## src/rtl/ptu_pkg.sv

```systemverilog
package ptu_pkg;
  parameter int unsigned NUM_TMR = 3;
  parameter int unsigned DATA_W  = 16;

  typedef enum logic [1:0] {
    MODE_ITC       = 2'd0,
    MODE_RATE      = 2'd1,
    MODE_SW_STROBE = 2'd2,
    MODE_HW_STROBE = 2'd3
  } tmr_mode_e;

  typedef enum logic [1:0] {
    SRC_OSC = 2'd0,
    SRC_T1  = 2'd1,
    SRC_EOC = 2'd2,
    SRC_EOS = 2'd3
  } t2_src_e;

  typedef enum logic [1:0] {
    ROLE_TIMER   = 2'd0,
    ROLE_COUNTER = 2'd1,
    ROLE_WDOG    = 2'd2,
    ROLE_RSVD    = 2'd3
  } t2_role_e;
endpackage

```

## src/rtl/ptu_prescaler.sv

```systemverilog
module ptu_prescaler #(
  parameter int unsigned DIV = 10
) (
  input  logic clk_i,
  input  logic rst_ni,
  output logic tick_o
);
  // DIV must be at least 2
  localparam int unsigned CW = $clog2(DIV);

  logic [CW-1:0] cnt_q;

  assign tick_o = (cnt_q == CW'(DIV - 1));

  always_ff @(posedge clk_i or negedge rst_ni) begin
    if (!rst_ni)     cnt_q <= '0;
    else if (tick_o) cnt_q <= '0;
    else             cnt_q <= cnt_q + CW'(1);
  end

  p_tick_spacing_r1: assert property (@(posedge clk_i) disable iff (!rst_ni)
    tick_o |=> !tick_o);
endmodule

```

## src/rtl/ptu_counter.sv

```systemverilog
module ptu_counter
  import ptu_pkg::*;
#(
  parameter int unsigned W   = 16,
  parameter int unsigned IDX = 0
) (
  input  logic              clk_i,
  input  logic              rst_ni,
  input  logic              tick_i,
  input  logic              gate_i,
  input  logic              gate_rise_i,
  input  tmr_mode_e         mode_i,
  input  logic              mode_chg_i,
  input  logic              wr_i,
  input  logic [1:0]        idx_i,
  input  logic [DATA_W-1:0] wdata_i,
  input  logic              kick_i,
  output logic [W-1:0]      cnt_o,
  output logic              evt_o,
  output logic              out_o
);
  localparam logic [W-1:0] MIN_DIV = W'(2);

  logic [W-1:0] div_q, div_nx, cnt_q, eff_q, eff_nx;
  logic         lvl_q, evt_q, ld_lo, load;

  assign ld_lo = wr_i && (idx_i == 2'(IDX));

  generate
    if (W > DATA_W) begin : g_wide
      logic ld_hi;
      assign ld_hi = wr_i && (idx_i == 2'(IDX + 1));
      assign load  = ld_hi;
      always_comb begin
        div_nx = div_q;
        if (ld_lo) div_nx[DATA_W-1:0] = wdata_i;
        if (ld_hi) div_nx[W-1:DATA_W] = wdata_i[W-DATA_W-1:0];
      end
    end else begin : g_narrow
      assign load = ld_lo;
      always_comb begin
        div_nx = div_q;
        if (ld_lo) div_nx = wdata_i[W-1:0];
      end
    end
  endgenerate

  assign eff_q  = (div_q  < MIN_DIV) ? MIN_DIV : div_q;
  assign eff_nx = (div_nx < MIN_DIV) ? MIN_DIV : div_nx;

  always_ff @(posedge clk_i or negedge rst_ni) begin
    if (!rst_ni) begin
      div_q <= '0;
      cnt_q <= '0;
      lvl_q <= 1'b0;
      evt_q <= 1'b0;
    end else begin
      div_q <= div_nx;
      evt_q <= 1'b0;
      if (mode_chg_i) begin
        cnt_q <= '0;
        lvl_q <= 1'b0;
      end else if (load && (mode_i == MODE_ITC || mode_i == MODE_SW_STROBE)) begin
        cnt_q <= eff_nx;
        lvl_q <= 1'b0;
      end else if (mode_i == MODE_HW_STROBE && gate_rise_i) begin
        cnt_q <= eff_q;
      end else if (kick_i && cnt_q != '0) begin
        cnt_q <= eff_q;
      end else if (tick_i && gate_i) begin
        if (mode_i == MODE_RATE) begin
          if (cnt_q == '0) cnt_q <= eff_q;
          else if (cnt_q == W'(1)) begin
            cnt_q <= eff_q;
            evt_q <= 1'b1;
          end else cnt_q <= cnt_q - W'(1);
        end else if (cnt_q != '0) begin
          cnt_q <= cnt_q - W'(1);
          if (cnt_q == W'(1)) begin
            evt_q <= 1'b1;
            if (mode_i == MODE_ITC) lvl_q <= 1'b1;
          end
        end
      end
    end
  end

  assign cnt_o = cnt_q;
  assign evt_o = evt_q;
  assign out_o = (mode_i == MODE_ITC) ? lvl_q : evt_q;

  p_gate_hold_r4: assert property (@(posedge clk_i) disable iff (!rst_ni)
    (!gate_i && !load && !mode_chg_i && !gate_rise_i && !kick_i) |=> $stable(cnt_q));
  p_clamp_r5: assert property (@(posedge clk_i) disable iff (!rst_ni)
    (load && !mode_chg_i && (mode_i == MODE_ITC || mode_i == MODE_SW_STROBE)) |=> cnt_q >= MIN_DIV);
  p_itc_hold_r6: assert property (@(posedge clk_i) disable iff (!rst_ni)
    (mode_i == MODE_ITC && lvl_q && !load && !mode_chg_i) |=> lvl_q);
  p_single_pulse_r7: assert property (@(posedge clk_i) disable iff (!rst_ni)
    evt_q |=> !evt_q);
  p_idle_on_chg_r3: assert property (@(posedge clk_i) disable iff (!rst_ni)
    mode_chg_i |=> (cnt_q == '0 && !lvl_q));
endmodule

```

## src/rtl/prescaled_timer_unit.sv

```systemverilog
module prescaled_timer_unit
  import ptu_pkg::*;
#(
  parameter int unsigned PRE0    = 10,
  parameter int unsigned PRE1    = 1000,
  parameter int unsigned PRE2    = 1000,
  parameter int unsigned W_SHORT = 16,
  parameter int unsigned W_LONG  = 24
) (
  input  logic        clk_i,
  input  logic        rst_ni,
  input  logic        sel_we_i,
  input  logic [1:0]  sel_idx_i,
  input  logic [3:0]  sel_dout_i,
  input  logic        sel_re_i,
  input  logic        dat_we_i,
  input  logic [15:0] dat_wdata_i,
  output logic [15:0] dat_rdata_o,
  input  logic        tmode_we_i,
  input  logic [5:0]  tmode_wdata_i,
  input  logic        gate_we_i,
  input  logic [2:0]  gate_wdata_i,
  input  logic        cfg_we_i,
  input  logic [1:0]  cfg_src_i,
  input  logic [1:0]  cfg_role_i,
  input  logic        eoc_i,
  input  logic        eos_i,
  output logic [2:0]  tmr_out_o,
  output logic        t2_flag_o,
  output logic [3:0]  dout_o
);
  localparam int unsigned NT = NUM_TMR;
  localparam int unsigned PRE_T [NT] = '{PRE0, PRE1, PRE2};

  logic [1:0]        idx_q;
  logic [3:0]        dout_q;
  logic [NT-1:0]     gate_q;
  tmr_mode_e         mode_q [NT];
  t2_src_e           src_q;
  t2_role_e          role_q;
  logic              flag_q;
  logic [NT-1:0]     pre_tick, tick, evt, rise, chg;
  logic [W_LONG-1:0] cnt_w [NT];
  logic              kick;

  always_ff @(posedge clk_i or negedge rst_ni) begin
    if (!rst_ni) begin
      idx_q  <= '0;
      dout_q <= '0;
      gate_q <= '0;
      src_q  <= SRC_OSC;
      role_q <= ROLE_TIMER;
      flag_q <= 1'b0;
      for (int k = 0; k < NT; k++) mode_q[k] <= MODE_ITC;
    end else begin
      if (sel_we_i) begin
        idx_q  <= sel_idx_i;
        dout_q <= sel_dout_i;
      end
      if (gate_we_i) gate_q <= gate_wdata_i;
      if (tmode_we_i)
        for (int k = 0; k < NT; k++) mode_q[k] <= tmr_mode_e'(tmode_wdata_i[2*k +: 2]);
      if (cfg_we_i) begin
        src_q  <= t2_src_e'(cfg_src_i);
        role_q <= t2_role_e'(cfg_role_i);
      end
      if (evt[NT-1])     flag_q <= 1'b1;  // set beats clear
      else if (sel_re_i) flag_q <= 1'b0;
    end
  end

  always_comb begin
    for (int k = 0; k < NT; k++) begin
      rise[k] = gate_we_i && gate_wdata_i[k] && !gate_q[k];
      chg[k]  = tmode_we_i && (tmr_mode_e'(tmode_wdata_i[2*k +: 2]) != mode_q[k]);
    end
  end

  assign kick = sel_re_i && (role_q == ROLE_WDOG);

  always_comb begin
    tick = pre_tick;
    unique case (src_q)
      SRC_OSC: tick[NT-1] = (role_q == ROLE_COUNTER) ? 1'b1 : pre_tick[NT-1];
      SRC_T1:  tick[NT-1] = evt[1];
      SRC_EOC: tick[NT-1] = eoc_i;
      SRC_EOS: tick[NT-1] = eos_i;
      default: tick[NT-1] = 1'b0;
    endcase
  end

  for (genvar g = 0; g < NT; g++) begin : g_tmr
    localparam int unsigned W = (g == NT - 1) ? W_LONG : W_SHORT;
    logic [W-1:0] c;

    ptu_prescaler #(.DIV(PRE_T[g])) u_pre (
      .clk_i  (clk_i),
      .rst_ni (rst_ni),
      .tick_o (pre_tick[g])
    );

    ptu_counter #(.W(W), .IDX(g)) u_cnt (
      .clk_i       (clk_i),
      .rst_ni      (rst_ni),
      .tick_i      (tick[g]),
      .gate_i      (gate_q[g]),
      .gate_rise_i (rise[g]),
      .mode_i      (mode_q[g]),
      .mode_chg_i  (chg[g]),
      .wr_i        (dat_we_i),
      .idx_i       (idx_q),
      .wdata_i     (dat_wdata_i),
      .kick_i      ((g == NT - 1) ? kick : 1'b0),
      .cnt_o       (c),
      .evt_o       (evt[g]),
      .out_o       (tmr_out_o[g])
    );

    assign cnt_w[g] = W_LONG'(c);
  end

  always_comb begin
    unique case (idx_q)
      2'd0:    dat_rdata_o = cnt_w[0][15:0];
      2'd1:    dat_rdata_o = cnt_w[1][15:0];
      2'd2:    dat_rdata_o = cnt_w[2][15:0];
      default: dat_rdata_o = 16'(cnt_w[2][W_LONG-1:16]);
    endcase
  end

  assign t2_flag_o = flag_q;
  assign dout_o    = dout_q;

  p_flag_set_r11: assert property (@(posedge clk_i) disable iff (!rst_ni)
    evt[NT-1] |=> t2_flag_o);
  p_flag_clr_r11: assert property (@(posedge clk_i) disable iff (!rst_ni)
    (t2_flag_o && sel_re_i && !evt[NT-1]) |=> !t2_flag_o);
  p_dout_hold_r12: assert property (@(posedge clk_i) disable iff (!rst_ni)
    !sel_we_i |=> $stable(dout_o));
  p_idx_hold_r2: assert property (@(posedge clk_i) disable iff (!rst_ni)
    !sel_we_i |=> $stable(idx_q));
endmodule

```

## config.mk

```make
export PLATFORM = sky130hd
export DESIGN_NAME = prescaled_timer_unit
export DESIGN_NICKNAME = d
export VERILOG_FILES = /design/src/rtl/ptu_pkg.sv /design/src/rtl/ptu_prescaler.sv /design/src/rtl/ptu_counter.sv /design/src/rtl/prescaled_timer_unit.sv
export SDC_FILE = /design/constraint.sdc
export NUM_CORES = 1
export LEC_CHECK = 0
export ABC_CLOCK_PERIOD_IN_PS = 3500
export CORE_AREA = 2 2 143 145
export DETAILED_ROUTE_END_ITERATION = 12
export DIE_AREA = 0 0 145 147
export PLACE_DENSITY = 0.72
export RECOVER_POWER = 50
export SLEW_MARGIN = 5
export SYNTH_ARGS = -nofsm -noshare
export SYNTH_HDL_FRONTEND = slang
export SYNTH_SLANG_ARGS = --single-unit
```

## constraint.sdc

```tcl
create_clock -name clk_i -period 3.5 [get_ports clk_i]
set_clock_uncertainty 0.05 [all_clocks]
set_input_delay 0.525 -clock clk_i [delete_from_list [all_inputs] [get_ports clk_i]]
set_output_delay 0.525 -clock clk_i [all_outputs]
set_load 0.02 [all_outputs]
```

Yosys cells after proc, flatten, opt, wreduce, memory -nomap -nowiden
Cells that the tools add are included.
{ "op_classes": {"mux": 96, "magnitude_cmp": 6, "n_eq_ne": 33, "n_addsub": 6, "reduce_logical": 66} }
{ "op_table": {"columns": ["operator", "count"], "rows": [
  ["$mux 16", 23],
  ["$mux 24", 11],
  ["$lt 16x2->1 const B", 4],
  ["$mux 1", 56],
  ["$lt 24x2->1 const B", 2],
  ["$pmux 16 s3", 1],
  ["$reduce_bool 3->1", 12],
  ["$eq 16x1->1 const B", 2],
  ["$logic_not 16->1", 2],
  ["$reduce_bool 16->1", 2],
  ["$sub 16x1->16 const B", 2],
  ["$eq 24x1->1 const B", 1],
  ["$logic_and 1x1->1", 24],
  ["$logic_not 24->1", 1],
  ["$reduce_bool 24->1", 1],
  ["$sub 24x1->24 const B", 1],
  ["$eq 2x2->1 const B", 11],
  ["$ne 3x1->1 const B", 7],
  ["$add 10x1->10 const B", 2],
  ["$eq 10x10->1 const B", 2],
  ["$mux 10", 2],
  ["$reduce_bool 5->1", 3],
  ["$eq 2x1->1 const B", 6],
  ["$reduce_and 6->1", 2],
  ["other kinds (14)", 27]
]} }
{ "totals": {"wordCells": 231, "out_inout_bits": 24, "regBits": 162, "inputBits": 45} }

Longest topological paths before layout
{ "depth": {"word_depth": 10, "ltp_mapped": 10} }

Hierarchy
From an unflattened synthesis, not the netlist that was laid out.
{ "hier_totals": {"hier_cells": 976, "area_unflattened_um2": 9982.1} }
{ "by_module_without_submodules": {"columns": ["module", "seq_area_each_um2", "n_inst", "area_per_inst_um2", "cells_per_inst"], "rows": [
  ["ptu_counter (g_tmr[2].u_cnt)", 1251.2, 1, 3060.4, 306],
  ["ptu_counter (g_tmr[1].u_cnt)", 850.8, 1, 2247.2, 230],
  ["ptu_counter (g_tmr[0].u_cnt)", 850.8, 1, 2244.7, 230],
  ["prescaled_timer_unit", 500.5, 1, 1281.2, 108],
  ["ptu_prescaler (g_tmr[1].u_pre)", 250.2, 1, 494.2, 44],
  ["ptu_prescaler (g_tmr[2].u_pre)", 250.2, 1, 483.0, 43],
  ["ptu_prescaler (g_tmr[0].u_pre)", 100.1, 1, 171.4, 15]
]} }

Worst setup path before layout
OpenSTA, ideal clock, no wires.
{ "synth_timing": {"path_kind": "input to register", "start": "input dat_we_i", "end": "register g_tmr[1].u_cnt.cnt_q[0]", "setup_time_ps": 121, "path_stages": 8, "path_buffers": 1, "arrival_ps": 2605, "setup_slack_ps": 724, "cell_sequence": "nand3b_1 clkbuf_1 mux2_2 or3b_2 nor4_1 a31oi_1 a221o_1 a22o_1"} }
{ "synth_via": {"elab_chain_cells": 6, "word_cells_on_any_way": 10} }
{ "synth_lines": {"columns": ["item", "line", "rtl"], "rows": [
  ["start, declared", "prescaled_timer_unit.sv:16", "input logic dat_we_i,"],
  ["$logic_and 1x1->1", "ptu_counter.sv:27", "assign ld_lo = wr_i && (idx_i == 2'(IDX));"],
  ["$mux 16", "ptu_counter.sv:43", "if (ld_lo) div_nx = wdata_i[W-1:0];"],
  ["via g_tmr[1].u_cnt.div_nx[7]", "ptu_counter.sv:24", "logic [W-1:0] div_q, div_nx, cnt_q, eff_q, eff_nx;"],
  ["$lt 16x2->1", "ptu_counter.sv:49", "assign eff_nx = (div_nx < MIN_DIV) ? MIN_DIV : div_nx;"],
  ["$mux 16", "ptu_counter.sv:49", null],
  ["$mux 16", "ptu_counter.sv:63", "end else if (load && (mode_i == MODE_ITC || mode_i == MODE_SW_STROBE)) begin"],
  ["$mux 16", "ptu_counter.sv:60", "if (mode_chg_i) begin"],
  ["end signal, assigned", "ptu_counter.sv:64", "cnt_q <= eff_nx;"],
  ["end signal, assigned", "ptu_counter.sv:67", "cnt_q <= eff_q;"],
  ["end signal, assigned", "ptu_counter.sv:69", "cnt_q <= eff_q;"],
  ["end, declared", "ptu_counter.sv:24", null]
]} }
The timed path passes the listed nets, and every way through them passes these cells.
A chain may end at the register's enable or synchronous reset.

Worst setup path after layout
{ "layout_timing": {"start": "register g_tmr[1].u_cnt.cnt_q[10]", "end": "register g_tmr[1].u_cnt.cnt_q[5]"} }
{ "layout_via": {"elab_chain_cells": 8, "word_cells_on_any_way": 12} }
{ "layout_lines": {"columns": ["item", "line", "rtl"], "rows": [
  ["$eq 16x1->1", "ptu_counter.sv:73", "else if (cnt_q == W'(1)) begin"],
  ["$mux 16", "ptu_counter.sv:73", null],
  ["$mux 16", "ptu_counter.sv:72", "if (cnt_q == '0) cnt_q <= eff_q;"],
  ["$mux 16", "ptu_counter.sv:71", "if (mode_i == MODE_RATE) begin"],
  ["$mux 16", "ptu_counter.sv:70", "end else if (tick_i && gate_i) begin"],
  ["$mux 16", "ptu_counter.sv:66", "end else if (mode_i == MODE_HW_STROBE && gate_rise_i) begin"],
  ["$mux 16", "ptu_counter.sv:63", null],
  ["$mux 16", "ptu_counter.sv:60", null]
]} }
Several ways; a longest one is shown, not always the timed one. The select of a mux whose other input is x is not followed.

==> summary.md <==
| Metric | Value |
|---|---|
| Outcome | `complete, but fails checks` |
| Violations in the final reports | `capacitance limit, slew limit` |
| Classification of the worst-slack hold path | `reg2reg` |
| Rows | `52` |
| H-tree level count | `4` |
| Post-Syn Nets | `1,048` |
| Normalized max-slew margin | `-7.69%` |
| Crit-path cells | `or3_1 > or4_4 > or3_4 > o31a_1 > o221ai_1 > a41oi_1 > o22a_1` |
| CP peak stage delay | `slightly below 0.6 ns` |
| Count of TritonRoute iterations in the first routing pass | `8` |
| Leading cell type by number of instances after synthesis | `dfrtp_1` |
| CP endpoint kind | `register` |
| GRT Total Usage | `28.3%` |
| Max-cap violations | `1` |
| Total global routing overflow | `0` |
| Count of filler cells inserted in the layout | `1,725` |
| Hold Path Origin | `g_tmr[2].u_cnt.evt_o$_DFF_PN0_` |
| Share of async-settable or async-resettable flops after synthesis | `100%` |
| Hold Violations, Final | `0` |
| Seq cells post-synth | `162` |
| Crit path launch | `g_tmr[1].u_cnt.cnt_o[10]$_DFFE_PN0P_` |
| PwrDens | `675 nW/um2` |
| TritonCTS clock tree | `done` |
| Clock root buffer master | `clkbuf_16` |
| Syn Std Cell Area | `9710 um2` |
| Worst slew pin tran | `1.62 ns` |
| Via count | `8,592` |
| Kind of cell adding the most delay to the critical path | `compound AO/OA/AOI/OAI gates` |
| Number of flops mapped to enable cells by yosys | `0` |
| Flop2flop setup slack | `0.25 ns` |
| Count of cells resized by post-cts repair | `0` |
| WP data arrival | `between 3 and 4 ns` |
| Commonest cells in the netlist | `162 x dfrtp_1, 86 x nor2_1, 77 x nand2_1` |
| Area of the core | `19,800 um2` |
| Prevailing post-synth register cell | `dfrtp_1` |
| Number of sinks driven by the clock tree | `162` |
| Total DRC errors in the routed layout | `0` |
| First DRT Iteration DRCs | `approximately 1.0k` |
| Worst IR Drop VDD | `0.000367 V` |
| Final non-filler cell total | `between 1k and 1.5k` |
| Required time at the endpoint of the critical path | `roughly 3.8 ns` |
| Cts-stage hold buffer count | `0` |
| Sequential cell area fraction in the yosys report | `a little over two fifths` |
| Footprint of the multi-input gates | `5320 um2` |
| Leading post-synthesis cells by cell area | `dfrtp_1 42%, mux2_2 8.7%, nor2_1 3.3%, nand2_1 3.0%, o21ai_0 2.9%` |
| Buffers & Inverters on Critical Path | `0` |
| Sequential cell area | `a little over 4000 um2` |
| Startpoint class of the critical path | `register` |
| Area growth from synthesis to layout | `17.4%` |
| GPL Wtd Cong | `1.00` |
| Crit path time final | `3.25 ns` |
| Biggest area consumer among synthesized cells | `dfrtp_1` |
| Setup tns final | `0 ns` |
| Share of the clock period used by the worst path after layout | `between 90% and 100%` |
| Post-synthesis cell count | `992` |
| Number of port buffers | `68` |
| Placed wire-length estimate | `22,000 um` |
| IO Pins | `about 70` |
| Clock-pin slew reported for the worst setup and hold paths after clock tree synthesis | `about 0.06 ns` |
| Later-pin clock latency in the skew report | `around 0.43 ns` |
| Top achievable clock speed | `between 300 and 400 MHz` |
| Distinct cells, synth | `83` |
| Initial core utilization | `48.9%` |
| Final-report max-slew violation count | `66` |
| Final net count | `1,128` |
| Worst path slowest cell | `o31a_1` |
| Global-route wire length before repair | `46,800 um` |
| Die Footprint | `roughly 21,000 um2` |
| Post-route core utilization | `57.5%` |
| Total length of routed wires | `29,700 um` |
| Buffers inserted by post-CTS timing repair | `0` |
| Post-Place Cells | `1,323` |
| Final setup violation count | `0` |
| Count of antenna-violating nets left after detailed routing | `0` |
| Static leakage | `between 4 and 5 nW` |
| Horizontal die dimension | `145 um` |
| RSZ-0062 raised after global routing | `false` |
| N_diodes | `0` |
| Routed wire length per instance | `21.9 um` |
| Number of antenna violations at the first check in global routing | `0` |
| Number of global-route vias before repair | `8,172` |
| Mean cell area of the mapped netlist | `between 9 and 10 um2` |
| Area share of the leading cell type in the synthesized netlist | `41.7%` |
| Average vias per placed instance | `about 6.3` |
| Yosys Warn Count | `0` |
| Launch instance of the worst register-to-register path | `g_tmr[1].u_cnt.cnt_o[10]$_DFFE_PN0P_` |
| Layout cell share with drive strength beyond 1 | `16.9%` |
| Number of buffers created by CTS | `17` |
| Maximum fanout count along the critical path | `19` |
| Bufs on Longest Clock Path | `2` |
| Crit Path Category | `reg2reg` |
| Y dimension of the die | `147 um` |
| Largest net degree at the start of global routing | `66` |
[worst register-to-register path, delay by kind of cell, from the launching register on]
family,cells,cell delay [ns]
AOI/OAI and AO/OA,4,1.36
DFF,1,0.43
and+or+nand+nor,3,1.30
[through the flow]
step / hold slack [ns] / setup slack (ns) / power [mW] / area [um2]
2_1_floorplan: 0.179 / 0.724 / 4.73 / 9710
5_1_grt: 0.434 / 0.225 / 8.11 / 11400
4_1_cts: 0.0569 / 0.325 / 7.64 / 11400
3_3_place_gp: 0.381 / 0.205 / 5.74 / 10900
6_report: 0.400 / 0.253 / 7.69 / 11400
3_5_place_dp: 0.394 / 0.137 / 5.79 / 10900
[state kept, by name, indices dropped and copies added, names as in the netlist]
name	count
dout_o	4
g_tmr.u_cnt.cnt_o	56
g_tmr.u_cnt.div_q	56
g_tmr.u_cnt.evt_o	3
g_tmr.u_cnt.lvl_q	3
g_tmr.u_pre.cnt_q	24
gate_q	3
idx_q	2
mode_q	6
role_q	2
src_q	2
t2_flag_o	1
[cell usage in the layout, fill, tap and decap left out, drive strengths merged, types with 6 or more instances in the layout]
cell,instances
o221ai,11
nor3b,8
ha,11
nand4,12
mux2,75
mux4,8
nor2,88
or3,12
a31oi,11
and2,6
o22a,11
dfrtp,162
nor3,35
buf,44
nor4,27
xor2,21
o21ai,61
and3,13
nand2b,7
o211ai,17
clkbuf,27
or4,12
clkdlybuf4s50,65
nand3,28
xnor2,20
a21oi,51
nand2,79
a221o,6
inv,21
mux2i,27
nor2b,7
[logic make-up after synthesis]
group / count (synthesis) / synth area share [%]
compound gates: 229 / 16.5
fa+ha+maj: 11 / 1.42
simple gates: 364 / 19.8
buf+inv: 75 / 3.48
mux: 110 / 13.3
flops: 162 / 41.7
xor+xnor: 41 / 3.70
[worst paths after layout]
check	cells past startpoint	end
worst min register to register	1	t2_flag_o$_DFFE_PN0P_
worst min-delay path	1	t2_flag_o$_DFFE_PN0P_
max in group asynchronous	2	g_tmr[0].u_cnt.div_q[9]$_DFF_PN0_
min in group asynchronous	1	g_tmr[2].u_pre.cnt_q[8]$_DFF_PN0_
worst max-delay path	7	g_tmr[1].u_cnt.cnt_o[5]$_DFFE_PN0P_
worst max register to register	7	g_tmr[1].u_cnt.cnt_o[5]$_DFFE_PN0P_
[power by group]
part / leakage [nW] / switching, mW / internal [mW]
clock: 0.267 / 0.778 / 1.07
combinational: 2.58 / 1.56 / 1.31
sequential: 2.01 / 0.669 / 2.31
[layer usage]
layer	routed length, um	share of wire (%)	track usage, %	vias up
li1	-	-	-	3880
met1	12600	42	40.3	4167
met2	13400	45	42.8	476
met3	2960	9.9	6.52	69
met4	847	2.9	9.65	0
met5	0	0	0	-
[cell type report]
| type | instances | area share, % |
|---|---|---|
| clock buffers | 23 | 4.02 |
| multi-input cells | 755 | 46.7 |
| clock inverters | 8 | 0.933 |
| flip-flops and latches | 162 | 35.6 |
| inverters | 21 | 0.691 |
| well taps | 270 | 2.96 |
| repair buffers | 115 | 9.15 |
Note: power is estimated with default switching activity, not from simulation.
